**config.mk**
```make
export PLATFORM = sky130hd
export DESIGN_NAME = i2c_sclgen
export DESIGN_NICKNAME = d
export VERILOG_FILES = /design/src/rtl/i2c_sclgen_pkg.sv /design/src/rtl/i2c_sclgen_calc.sv /design/src/rtl/i2c_sclgen_phase.sv /design/src/rtl/i2c_sclgen.sv
export SDC_FILE = /design/constraint.sdc
export NUM_CORES = 2
export LEC_CHECK = 0
export BUFFER_PORTS_ARGS = -buffer_cell sky130_fd_sc_hd__buf_4
export CORE_MARGIN = 1.5
export CORE_UTILIZATION = 40
export DETAILED_ROUTE_END_ITERATION = 8
export MAX_ROUTING_LAYER = met4
export SYNTH_ARGS = -nofsm -noshare
export SYNTH_HDL_FRONTEND = slang
export SYNTH_SLANG_ARGS = --single-unit
```
**constraint.sdc**
```tcl
create_clock -name clk -period 26.3 [get_ports clk]
set_input_delay 2.63 -clock clk [delete_from_list [all_inputs] [get_ports clk]]
set_output_delay 2.63 -clock clk [all_outputs]
set_load 0.02 [all_outputs]
```
**src/rtl/i2c_sclgen_pkg.sv**
```systemverilog
package i2c_sclgen_pkg;
  localparam int FLD_W = 8;
  localparam int FLT_W = 3;
  localparam int WORD_W = 32;
  localparam int LEN_W = 2 * FLD_W + 2;
  localparam int OVH_HALF = 4;

  // field positions inside the timing words
  localparam int POS_SSU = 24;
  localparam int POS_SHD = 16;
  localparam int POS_PSU = 8;
  localparam int POS_DSU = 24;
  localparam int POS_LOW = 8;
  localparam int POS_HIGH = 0;
  localparam int POS_DIV = 16;
  localparam int POS_REL = 0;
  localparam int POS_DHD = 0;
  localparam int POS_FLT = 16;

  typedef enum logic [3:0] {
    ST_IDLE, ST_S_SU, ST_S_HD, ST_B_LOW, ST_B_HIGH,
    ST_P_LOW, ST_P_SU, ST_P_FREE, ST_R_LOW
  } phase_e;

  typedef enum logic [1:0] {
    SDA_DATA = 2'b00,
    SDA_LOW  = 2'b01,
    SDA_REL  = 2'b10
  } sda_mode_e;

  typedef struct packed {
    logic [LEN_W-1:0] low;
    logic [LEN_W-1:0] high;
    logic [LEN_W-1:0] ssu;
    logic [LEN_W-1:0] shd;
    logic [LEN_W-1:0] psu;
    logic [LEN_W-1:0] rel;
    logic [LEN_W-1:0] chg_at;
  } lens_t;

  function automatic logic scl_of(phase_e p);
    return !(p == ST_B_LOW || p == ST_P_LOW || p == ST_R_LOW);
  endfunction

  function automatic sda_mode_e mode_of(phase_e p);
    case (p)
      ST_S_HD, ST_P_LOW, ST_P_SU: return SDA_LOW;
      ST_B_LOW, ST_B_HIGH:        return SDA_DATA;
      default:                    return SDA_REL;
    endcase
  endfunction
endpackage

```
**src/rtl/i2c_sclgen_calc.sv**
```systemverilog
module i2c_sclgen_calc
  import i2c_sclgen_pkg::*;
(
  input  logic              clk,
  input  logic              rst,
  input  logic [WORD_W-1:0] tw_cond_i,
  input  logic [WORD_W-1:0] tw_bit_i,
  input  logic [WORD_W-1:0] tw_div_i,
  input  logic [WORD_W-1:0] tw_hold_i,
  input  logic [WORD_W-1:0] cfg_i,
  output lens_t             lens_o
);
  localparam int NF = 8;
  localparam int F_LOW = 0, F_HIGH = 1, F_SSU = 2, F_SHD = 3;
  localparam int F_PSU = 4, F_DSU = 5, F_DHD = 6, F_REL = 7;

  logic [FLD_W-1:0] fld [NF];
  logic [FLD_W-1:0] div;
  logic [LEN_W-1:0] prod [NF];
  logic [LEN_W-1:0] ovh, low_len, chg_at;

  assign fld[F_LOW]  = tw_bit_i[POS_LOW +: FLD_W];
  assign fld[F_HIGH] = tw_bit_i[POS_HIGH +: FLD_W];
  assign fld[F_SSU]  = tw_cond_i[POS_SSU +: FLD_W];
  assign fld[F_SHD]  = tw_cond_i[POS_SHD +: FLD_W];
  assign fld[F_PSU]  = tw_cond_i[POS_PSU +: FLD_W];
  assign fld[F_DSU]  = tw_bit_i[POS_DSU +: FLD_W];
  assign fld[F_DHD]  = tw_hold_i[POS_DHD +: FLD_W];
  assign fld[F_REL]  = tw_div_i[POS_REL +: FLD_W];
  assign div         = tw_div_i[POS_DIV +: FLD_W];

  logic unused_bits;
  assign unused_bits = ^{tw_cond_i[7:0], tw_bit_i[23:16], tw_div_i[31:24],
                         tw_div_i[15:8], tw_hold_i[31:8], cfg_i[31:19], cfg_i[15:0]};

  // every interval is a whole number of prescaled units
  for (genvar g = 0; g < NF; g++) begin : g_scale
    assign prod[g] = (LEN_W'(div) + LEN_W'(1)) * (LEN_W'(fld[g]) + LEN_W'(1));
  end

  assign ovh     = LEN_W'(OVH_HALF) + LEN_W'(cfg_i[POS_FLT +: FLT_W]);
  assign low_len = prod[F_LOW] + ovh;

  always_comb begin
    if (prod[F_DHD] + prod[F_DSU] <= low_len) chg_at = prod[F_DHD];
    else if (prod[F_DSU] < low_len)          chg_at = low_len - prod[F_DSU];
    else                                      chg_at = '0;
  end

  always_ff @(posedge clk) begin
    if (rst) begin
      lens_o <= '0;
    end else begin
      lens_o.low    <= low_len;
      lens_o.high   <= prod[F_HIGH] + ovh;
      lens_o.ssu    <= prod[F_SSU];
      lens_o.shd    <= prod[F_SHD];
      lens_o.psu    <= prod[F_PSU];
      lens_o.rel    <= prod[F_REL];
      lens_o.chg_at <= chg_at;
    end
  end
endmodule

```
**src/rtl/i2c_sclgen_phase.sv**
```systemverilog
module i2c_sclgen_phase
  import i2c_sclgen_pkg::*;
(
  input  logic             clk,
  input  logic             rst,
  input  logic             restart_i,
  input  logic [LEN_W-1:0] len_i,
  output logic [LEN_W-1:0] cnt_o,
  output logic [LEN_W-1:0] cnt_nxt_o,
  output logic             last_o
);
  assign cnt_nxt_o = restart_i ? '0 : cnt_o + LEN_W'(1);
  assign last_o    = (cnt_o == len_i - LEN_W'(1));

  always_ff @(posedge clk) begin
    if (rst) cnt_o <= '0;
    else     cnt_o <= cnt_nxt_o;
  end
endmodule

```
**src/rtl/i2c_sclgen.sv**
```systemverilog
module i2c_sclgen
  import i2c_sclgen_pkg::*;
(
  input  logic        clk,
  input  logic        rst,
  input  logic [31:0] tw_cond_i,
  input  logic [31:0] tw_bit_i,
  input  logic [31:0] tw_div_i,
  input  logic [31:0] tw_hold_i,
  input  logic [31:0] cfg_i,
  input  logic        start_i,
  input  logic [1:0]  next_op_i,
  output logic        scl_o,
  output logic [1:0]  sda_mode_o,
  output logic        sda_chg_o,
  output logic        sda_smp_o,
  output logic        busy_o
);
  lens_t            lens;
  phase_e           state_q, state_d;
  logic [LEN_W-1:0] cur_len, cnt, cnt_nxt;
  logic             last, restart;

  i2c_sclgen_calc u_calc (
    .clk(clk), .rst(rst), .tw_cond_i(tw_cond_i), .tw_bit_i(tw_bit_i),
    .tw_div_i(tw_div_i), .tw_hold_i(tw_hold_i), .cfg_i(cfg_i), .lens_o(lens)
  );

  i2c_sclgen_phase u_phase (
    .clk(clk), .rst(rst), .restart_i(restart), .len_i(cur_len),
    .cnt_o(cnt), .cnt_nxt_o(cnt_nxt), .last_o(last)
  );

  always_comb begin
    case (state_q)
      ST_S_SU:                      cur_len = lens.ssu;
      ST_S_HD:                      cur_len = lens.shd;
      ST_B_LOW, ST_P_LOW, ST_R_LOW: cur_len = lens.low;
      ST_B_HIGH:                    cur_len = lens.high;
      ST_P_SU:                      cur_len = lens.psu;
      ST_P_FREE:                    cur_len = lens.rel;
      default:                      cur_len = '0;
    endcase
  end

  always_comb begin
    state_d = state_q;
    case (state_q)
      ST_IDLE:   if (start_i) state_d = ST_S_SU;
      ST_S_SU:   if (last) state_d = ST_S_HD;
      ST_S_HD:   if (last) state_d = ST_B_LOW;
      ST_B_LOW:  if (last) state_d = ST_B_HIGH;
      ST_B_HIGH: if (last) begin
        case (next_op_i)
          2'b01:   state_d = ST_P_LOW;
          2'b10:   state_d = ST_R_LOW;
          default: state_d = ST_B_LOW;
        endcase
      end
      ST_P_LOW:  if (last) state_d = ST_P_SU;
      ST_P_SU:   if (last) state_d = ST_P_FREE;
      ST_P_FREE: if (last) state_d = ST_IDLE;
      ST_R_LOW:  if (last) state_d = ST_S_SU;
      default:   state_d = ST_IDLE;
    endcase
  end

  assign restart = (state_d != state_q) || (state_q == ST_IDLE);

  always_ff @(posedge clk) begin
    if (rst) begin
      state_q    <= ST_IDLE;
      scl_o      <= 1'b1;
      sda_mode_o <= SDA_REL;
      sda_chg_o  <= 1'b0;
      sda_smp_o  <= 1'b0;
      busy_o     <= 1'b0;
    end else begin
      state_q    <= state_d;
      scl_o      <= scl_of(state_d);
      sda_mode_o <= mode_of(state_d);
      sda_chg_o  <= (state_d == ST_B_LOW) && (cnt_nxt == lens.chg_at);
      sda_smp_o  <= (state_d == ST_B_HIGH) && (state_q != ST_B_HIGH);
      busy_o     <= (state_d != ST_IDLE);
    end
  end
endmodule

```
**After elaboration in Yosys (flattened, before gate mapping)**

Index checks and enable logic that the tools add are counted.

- $add $sub $neg: 16
- $mul: 8
- $lt $le $gt $ge: 2
- Equal/unequal tests: 20
- Multiplexer cells: 16
- Reduce and logical (&&, ||, !) cells: 11

Operators by type and width:

| operator | number |
|---|---|
| $mul 18x18->18 | 8 |
| $pmux 18 s6 | 1 |
| $add 8x1->9 const B | 9 |
| $add 18x18->18 | 3 |
| $mux 18 | 3 |
| $eq 18x18->1 | 2 |
| $mux 4 | 9 |
| $pmux 4 s9 | 1 |
| $eq 4x3->1 const B | 7 |
| $add 18x1->18 const B | 1 |
| $le 18x18->1 | 1 |
| $lt 18x18->1 | 1 |
| $sub 18x1->18 const B | 1 |
| $sub 18x18->18 | 1 |
| $eq 4x2->1 const B | 4 |
| $eq 4x4->1 const B | 2 |
| $pmux 4 s2 | 1 |
| $reduce_or 3->1 | 2 |
| $add 3x3->4 const A | 1 |
| $eq 4x1->1 const B | 1 |
| $logic_not 4->1 | 1 |
| $ne 4x3->1 const B | 1 |
| $ne 4x4->1 | 1 |
| $pmux 2 s2 | 1 |
| other kinds (7) | 10 |

- Register bits after elaboration: 154
- Input port bits: 165
- Output and inout bits: 6

**Logic depth before layout (Yosys ltp)**

- Depth in word-level cells: 12
- Mapped depth: 43

**Hierarchy**

A second synthesis with hierarchy kept.

- Cells, all modules: 3588
- Area, all modules: 29844.9 um^2

By module, submodules not included:

| module | instances | cells each | area each (um^2) |
|---|---|---|---|
| i2c_sclgen_calc | 1 | 3208 | 26905.8 |
| i2c_sclgen_phase | 1 | 197 | 1471.4 |
| i2c_sclgen | 1 | 183 | 1467.7 |

**Least setup slack after synthesis**

No wires, ideal clock.

- Path type: input to register
- Start point: input port tw_div_i[16]
- End point: register u_calc.lens_o[10] (netlist name)
- Setup time: 128 ps
- Arrival: 10650 ps
- Required time: 26172 ps
- Slack: 15522 ps
- Stages on the path: 39
- Path buffers: 4
- Cell sequence: ha_1 > nand3_1 > nor2_1 > xor2_1 > clkbuf_1 > buf_1 > nand2_1 > fa_1 > inv_1 > fa_1 > fa_1 > inv_1 > fa_1 > inv_1 > ha_1 > inv_1 > o21bai_1 > a21oi_1 > [3 not listed] > inv_1 > ha_1 > and3_1 > a21oi_1 > o21ai_0 > o41ai_1 > xnor3_1 > ha_1 > nand3_1 > nor4_1 > nand4_1 > o21ai_1 > a21oi_1 > o21a_1 > clkbuf_1 > buf_1 > a22oi_1 > nor2_1

- Longest elaborated chain between the ends: 6
- Elaborated cells between the ends (all ways): 11

RTL lines:

| element | RTL line | text |
|---|---|---|
| start, declared | i2c_sclgen.sv:8 | `input logic [31:0] tw_div_i,` |
| $add 8x1->9 (*) | i2c_sclgen_calc.sv:38 | `assign prod[g] = (LEN_W'(div) + LEN_W'(1)) * (LEN_W'(fld[g]) + LEN_W'(1));` |
| $mul 18x18->18 | i2c_sclgen_calc.sv:38 |  |
| $add 18x18->18 | i2c_sclgen_calc.sv:42 | `assign low_len = prod[F_LOW] + ovh;` |
| $sub 18x18->18 or $lt 18x18->1 (tied branches) | i2c_sclgen_calc.sv:46 | `else if (prod[F_DSU] < low_len) chg_at = low_len - prod[F_DSU];` |
| $mux 18 | i2c_sclgen_calc.sv:46 |  |
| $mux 18 (*) | i2c_sclgen_calc.sv:45 | `if (prod[F_DHD] + prod[F_DSU] <= low_len) chg_at = prod[F_DHD];` |
| end, declared | i2c_sclgen_calc.sv:11 | `output lens_t lens_o` |

Mark *: on every way between the ends. The rest lies on a longest branch, timed or not.
A chain may end at the register's enable or synchronous reset.

**Worst setup path in the final report**

- Start point: input port tw_div_i[16]
- End point: register u_calc.lens_o[16] (netlist name)

Same word-level chain as after synthesis.

==> results summary <==
The worst setup skew after layout is around 17 ps. The total of endpoints with negative setup slack in the final report came out at 0. The final global-route overflow total came out at 0. The startpoint identified for the worst hold timing path is u_phase.cnt_o[0]. The via density per instance is 5.18. The clock input transition at the sequential cells of the worst setup and hold paths came out at about 70 ps.

The element type at the critical path end is a register. The number of buffers inserted by hold repair at cts is 0. The post-CTS setup buffer count is 0. The xor and xnor area share after synthesis came out at 7.08%. A synthesized cell averages 8.22 sq um. The post-route antenna net violation count is 0. The cell row count came out at 100. Summing the areas of all compound-gate instances in the mapped netlist gives 9.28% of the synthesized area. The number of gates resized after CTS came out at 0. The static leakage is 16.3 nW.

Among all stages on the critical path, the largest delay is contributed by sky130_fd_sc_hd__o21a_1. The simple logic cell fraction of the synthesized area came out at 19.8%. The multiplexer fraction of the synthesized cell area came out at 0.432%.

Adding up every negative setup slack in the final design gives 0 ps. The count of state elements after synthesis came out at 154. For this run, the leading register cell type out of synthesis is sky130_fd_sc_hd__dfxtp_1. The worst setup path is launched from an input pin. During synthesis, Yosys emitted a total of 0 warnings. The minimum hold slack came out at 571 ps. For this run, the post-layout net count is around 4600. The worst path meets setup with around 14000 ps of slack. Of the cells placed in the final design, the portion with a size suffix greater than 1 is 5.42%. The post-route clock period utilization came out at 46.8%.

The maximum ir drop on the vdd rail is 0.159 mV. Yosys mapped a number of flops with a built-in enable equal to 0. The final count of pins violating max slew came out at 0. In this run the tightest slew margin relative to its limit is 15.6%.

The mapped cell area is 30100 sq um. After detailed routing, the average wire length per cell comes to 17.2 um. After synthesis, the largest family of logic cells by area is adder cells. After layout, the minimum clock period comes to roughly 12000 ps. In this run the count of I/O pins placed on the die edge is about 170. The final-report hold violation count was 0.

After technology mapping, the gate count stands at 3665. The aggregate global-route resource usage came out at 21.8%. The flow ran to the end, and the final reports show no timing, DRC or antenna violations. The setup path with the least slack is of type input pin to register. The final route contains 24008 vias. The number of distinct standard cells referenced by the synthesized netlist came out at 81. The number of fill cells in the layout came out at 7621. The highest fanout seen on the critical path is 37.

The initial standard-cell utilization of the core is roughly 40%. The adder-cell share of the synthesized area came out at around 44%. The final weighted congestion of routability-driven global placement came out at just over 0.9. The number of maximum-capacitance violations came out at 0. The total clock sinks is 154. Summed over all layers, the routed wires come to 79.7 mm. The filler-free cell count of the finished design came out at 4639. The cell class contributing the biggest share of worst-path delay is compound AO/OA/AOI/OAI gates. The worst hold-check path type is register to register. In this run the tool buffered the top-level ports with 85 buffer cells. Clock tree synthesis inserted a total of 17 buffers. Detailed placement ended at an HPWL of 64.3 mm. The global-route wire length before repair came out at 129 mm.

The core area is 74600 sq um. The post-synth net total came out at 4642. The via count of the first global-routing pass came out at 23753. The total instance count after detailed placement is 4607. The proportion of register bits with asynchronous set or reset after synthesis came out at 0%. The largest single stage delay on the critical path is 620 ps. The TritonCTS clock tree is done.

The tree is rooted in a sky130_fd_sc_hd__clkbuf_16. The number of antenna violations at the first check in global routing is 0. The maximum achievable frequency is 0.0813 GHz. Ranked by total cell area, the synthesized netlist is headed by sky130_fd_sc_hd__fa_1 27%, sky130_fd_sc_hd__ha_1 17%, sky130_fd_sc_hd__dfxtp_1 10%.

The power density relative to cell area came out at 121 nW/um^2. At the pin with the least slew margin, the transition time is ~1200 ps. Setup repair after global routing left no endpoint under its margin. The die height is 278 um. The critical path contains buffers and inverters numbering 7 combined. The die footprint came out at 77000 sq um. The H-tree was split into 4 levels. The signed area change from the synthesized netlist to the final layout came out at 7.49%. The clock latency of the later-clocked register in the worst-skew pair came out at about 440 ps. The pre-CTS setup slack came out at about 14000 ps. The most frequent cell on the critical path is sky130_fd_sc_hd__ha_1. The initial detailed-routing violation count came out at 1432.

The largest total area in the synthesized netlist belongs to sky130_fd_sc_hd__fa_1. The share of Yosys cell area claimed by the top area cell type came out at 26.7%. The combined area of the multi-input logic cells came out at 24300 sq um. The sequential cell area fraction in the yosys report came out at 10.2%. The worst-case clock buffer depth came out at 2. The arrival time of data at the critical path endpoint came out at roughly 13000 ps.

In this run the critical register-to-register path is launched from state_q[2]. Tracing the worst setup path back leads to its startpoint at tw_div_i[16]. In the routed design, unresolved DRC markers number 0. Across the whole layout, storage elements account for 3080 sq um. The required time of the worst setup path is 26610 ps.

Entering global routing, the biggest net connects 85 pins. The die is between 200 and 300 um wide. The number of optimization iterations in the first detailed-route pass is 5.

The antenna diode instance count came out at 0.
[cell usage after synthesis, types with 17 or more instances]
library cell and n:
sky130_fd_sc_hd__nand2_1 356, sky130_fd_sc_hd__nor3_1 51, sky130_fd_sc_hd__clkbuf_1 98, sky130_fd_sc_hd__nor2_1 437, sky130_fd_sc_hd__and3_1 41, sky130_fd_sc_hd__xor2_1 105
sky130_fd_sc_hd__nand3_1 63, sky130_fd_sc_hd__nor2b_1 65, sky130_fd_sc_hd__and2_1 45, sky130_fd_sc_hd__a21o_1 31, sky130_fd_sc_hd__fa_1 402, sky130_fd_sc_hd__inv_1 621
sky130_fd_sc_hd__buf_1 26, sky130_fd_sc_hd__nand2b_1 91, sky130_fd_sc_hd__xnor2_1 136, sky130_fd_sc_hd__or2_2 23, sky130_fd_sc_hd__a22oi_1 17, sky130_fd_sc_hd__dfxtp_1 154
sky130_fd_sc_hd__o21ai_0 79, sky130_fd_sc_hd__o21bai_1 32, sky130_fd_sc_hd__a21oi_1 107, sky130_fd_sc_hd__nand4_1 20, sky130_fd_sc_hd__ha_1 410
[registers in the layout (all words and copies together) (netlist names)]
register / count
u_calc.lens_o: 126
scl_o: 1
busy_o: 1
sda_smp_o: 1
sda_mode_o: 2
sda_chg_o: 1
u_phase.cnt_o: 18
state_q: 4
[metrics by stage]
stage | total power (W) | util, % | area (sq um)
3_5_place_dp | 0.00365 | 42.6 | 31800
2_1_floorplan | 0.00288 | - | 30100
5_1_grt | 0.00442 | 43.4 | 32400
4_1_cts | 0.00393 | 43.4 | 32400
3_3_place_gp | 0.00364 | 42.6 | 31800
6_report | 0.00393 | 43.4 | 32400
[routing by layer]
layer | GRT usage, % | up-vias | routed length, um
met2 | 34.3 | 513 | 35800
met3 | 1.74 | 45 | 3450
met5 | - | - | 0
li1 | - | 11634 | -
met1 | 31.2 | 11816 | 39600
met4 | 3.06 | 0 | 869
[cell usage in the layout (no fill, tap or decap), types with 9 or more instances in the layout]
cell type                     n
sky130_fd_sc_hd__a21boi_0    14
sky130_fd_sc_hd__a21o_1      31
sky130_fd_sc_hd__a21oi_1    107
sky130_fd_sc_hd__a22oi_1     17
sky130_fd_sc_hd__a31oi_1      9
sky130_fd_sc_hd__and2_1      45
sky130_fd_sc_hd__and3_1      40
sky130_fd_sc_hd__buf_4      110
sky130_fd_sc_hd__clkbuf_16   17
sky130_fd_sc_hd__dfxtp_1    154
sky130_fd_sc_hd__fa_1       402
sky130_fd_sc_hd__ha_1       410
sky130_fd_sc_hd__inv_1      621
sky130_fd_sc_hd__mux2i_1     13
sky130_fd_sc_hd__nand2_1    356
sky130_fd_sc_hd__nand2b_1    91
sky130_fd_sc_hd__nand3_1     63
sky130_fd_sc_hd__nand3b_1    11
sky130_fd_sc_hd__nand4_1     20
sky130_fd_sc_hd__nor2_1     437
sky130_fd_sc_hd__nor2b_1     65
sky130_fd_sc_hd__nor3_1      51
sky130_fd_sc_hd__nor3b_1     10
sky130_fd_sc_hd__o21a_1      13
sky130_fd_sc_hd__o21ai_0     79
sky130_fd_sc_hd__o21bai_1    32
sky130_fd_sc_hd__o2bb2ai_1   10
sky130_fd_sc_hd__o31ai_1     15
sky130_fd_sc_hd__or2_2       23
sky130_fd_sc_hd__or3_1       10
sky130_fd_sc_hd__xnor2_1    130
sky130_fd_sc_hd__xor2_1      99
[worst paths after layout]
| kind | end | slack, ps | cells past startpoint |
|---|---|---|---|
| hold reg to reg | u_phase.cnt_o[0] | 570 | 1 |
| setup reg to reg | sda_chg_o | 19930 | 15 |
| hold / removal | u_phase.cnt_o[0] | 570 | 1 |
| setup / recovery | u_calc.lens_o[16] | 14000 | 38 |
[cells by family (layout without fill, tap and decap cells)]
family,count (synthesis),count (layout)
AO/OA/AOI/OAI,417,417
XOR/XNOR,242,242
adder cells (fa/ha/maj),812,812
buffers and inverters,758,763
flip-flops,154,154
multiplexers,13,13
AND/OR/NAND/NOR,1269,1269
[cell type report]
| type | count | share of cell area [%] |
|---|---|---|
| clock inverter | 15 | 0.591 |
| tap | 969 | 3.74 |
| inverter | 621 | 7.19 |
| clock buffer | 17 | 1.31 |
| timing repair buffer | 110 | 2.55 |
| multi-input combinational | 2753 | 75.1 |
| sequential | 154 | 9.52 |
[report_power, final]
part	total [W]	switching, W	leakage [nW]	internal [W]
registers	0.000334	0.0000282	1.27	0.000306
clock network	0.000252	0.000122	0.298	0.000130
logic	0.00334	0.00194	14.7	0.00140
total	0.00393	0.00209	16.3	0.00184
No activity file was read; power rests on OpenSTA's default activity.
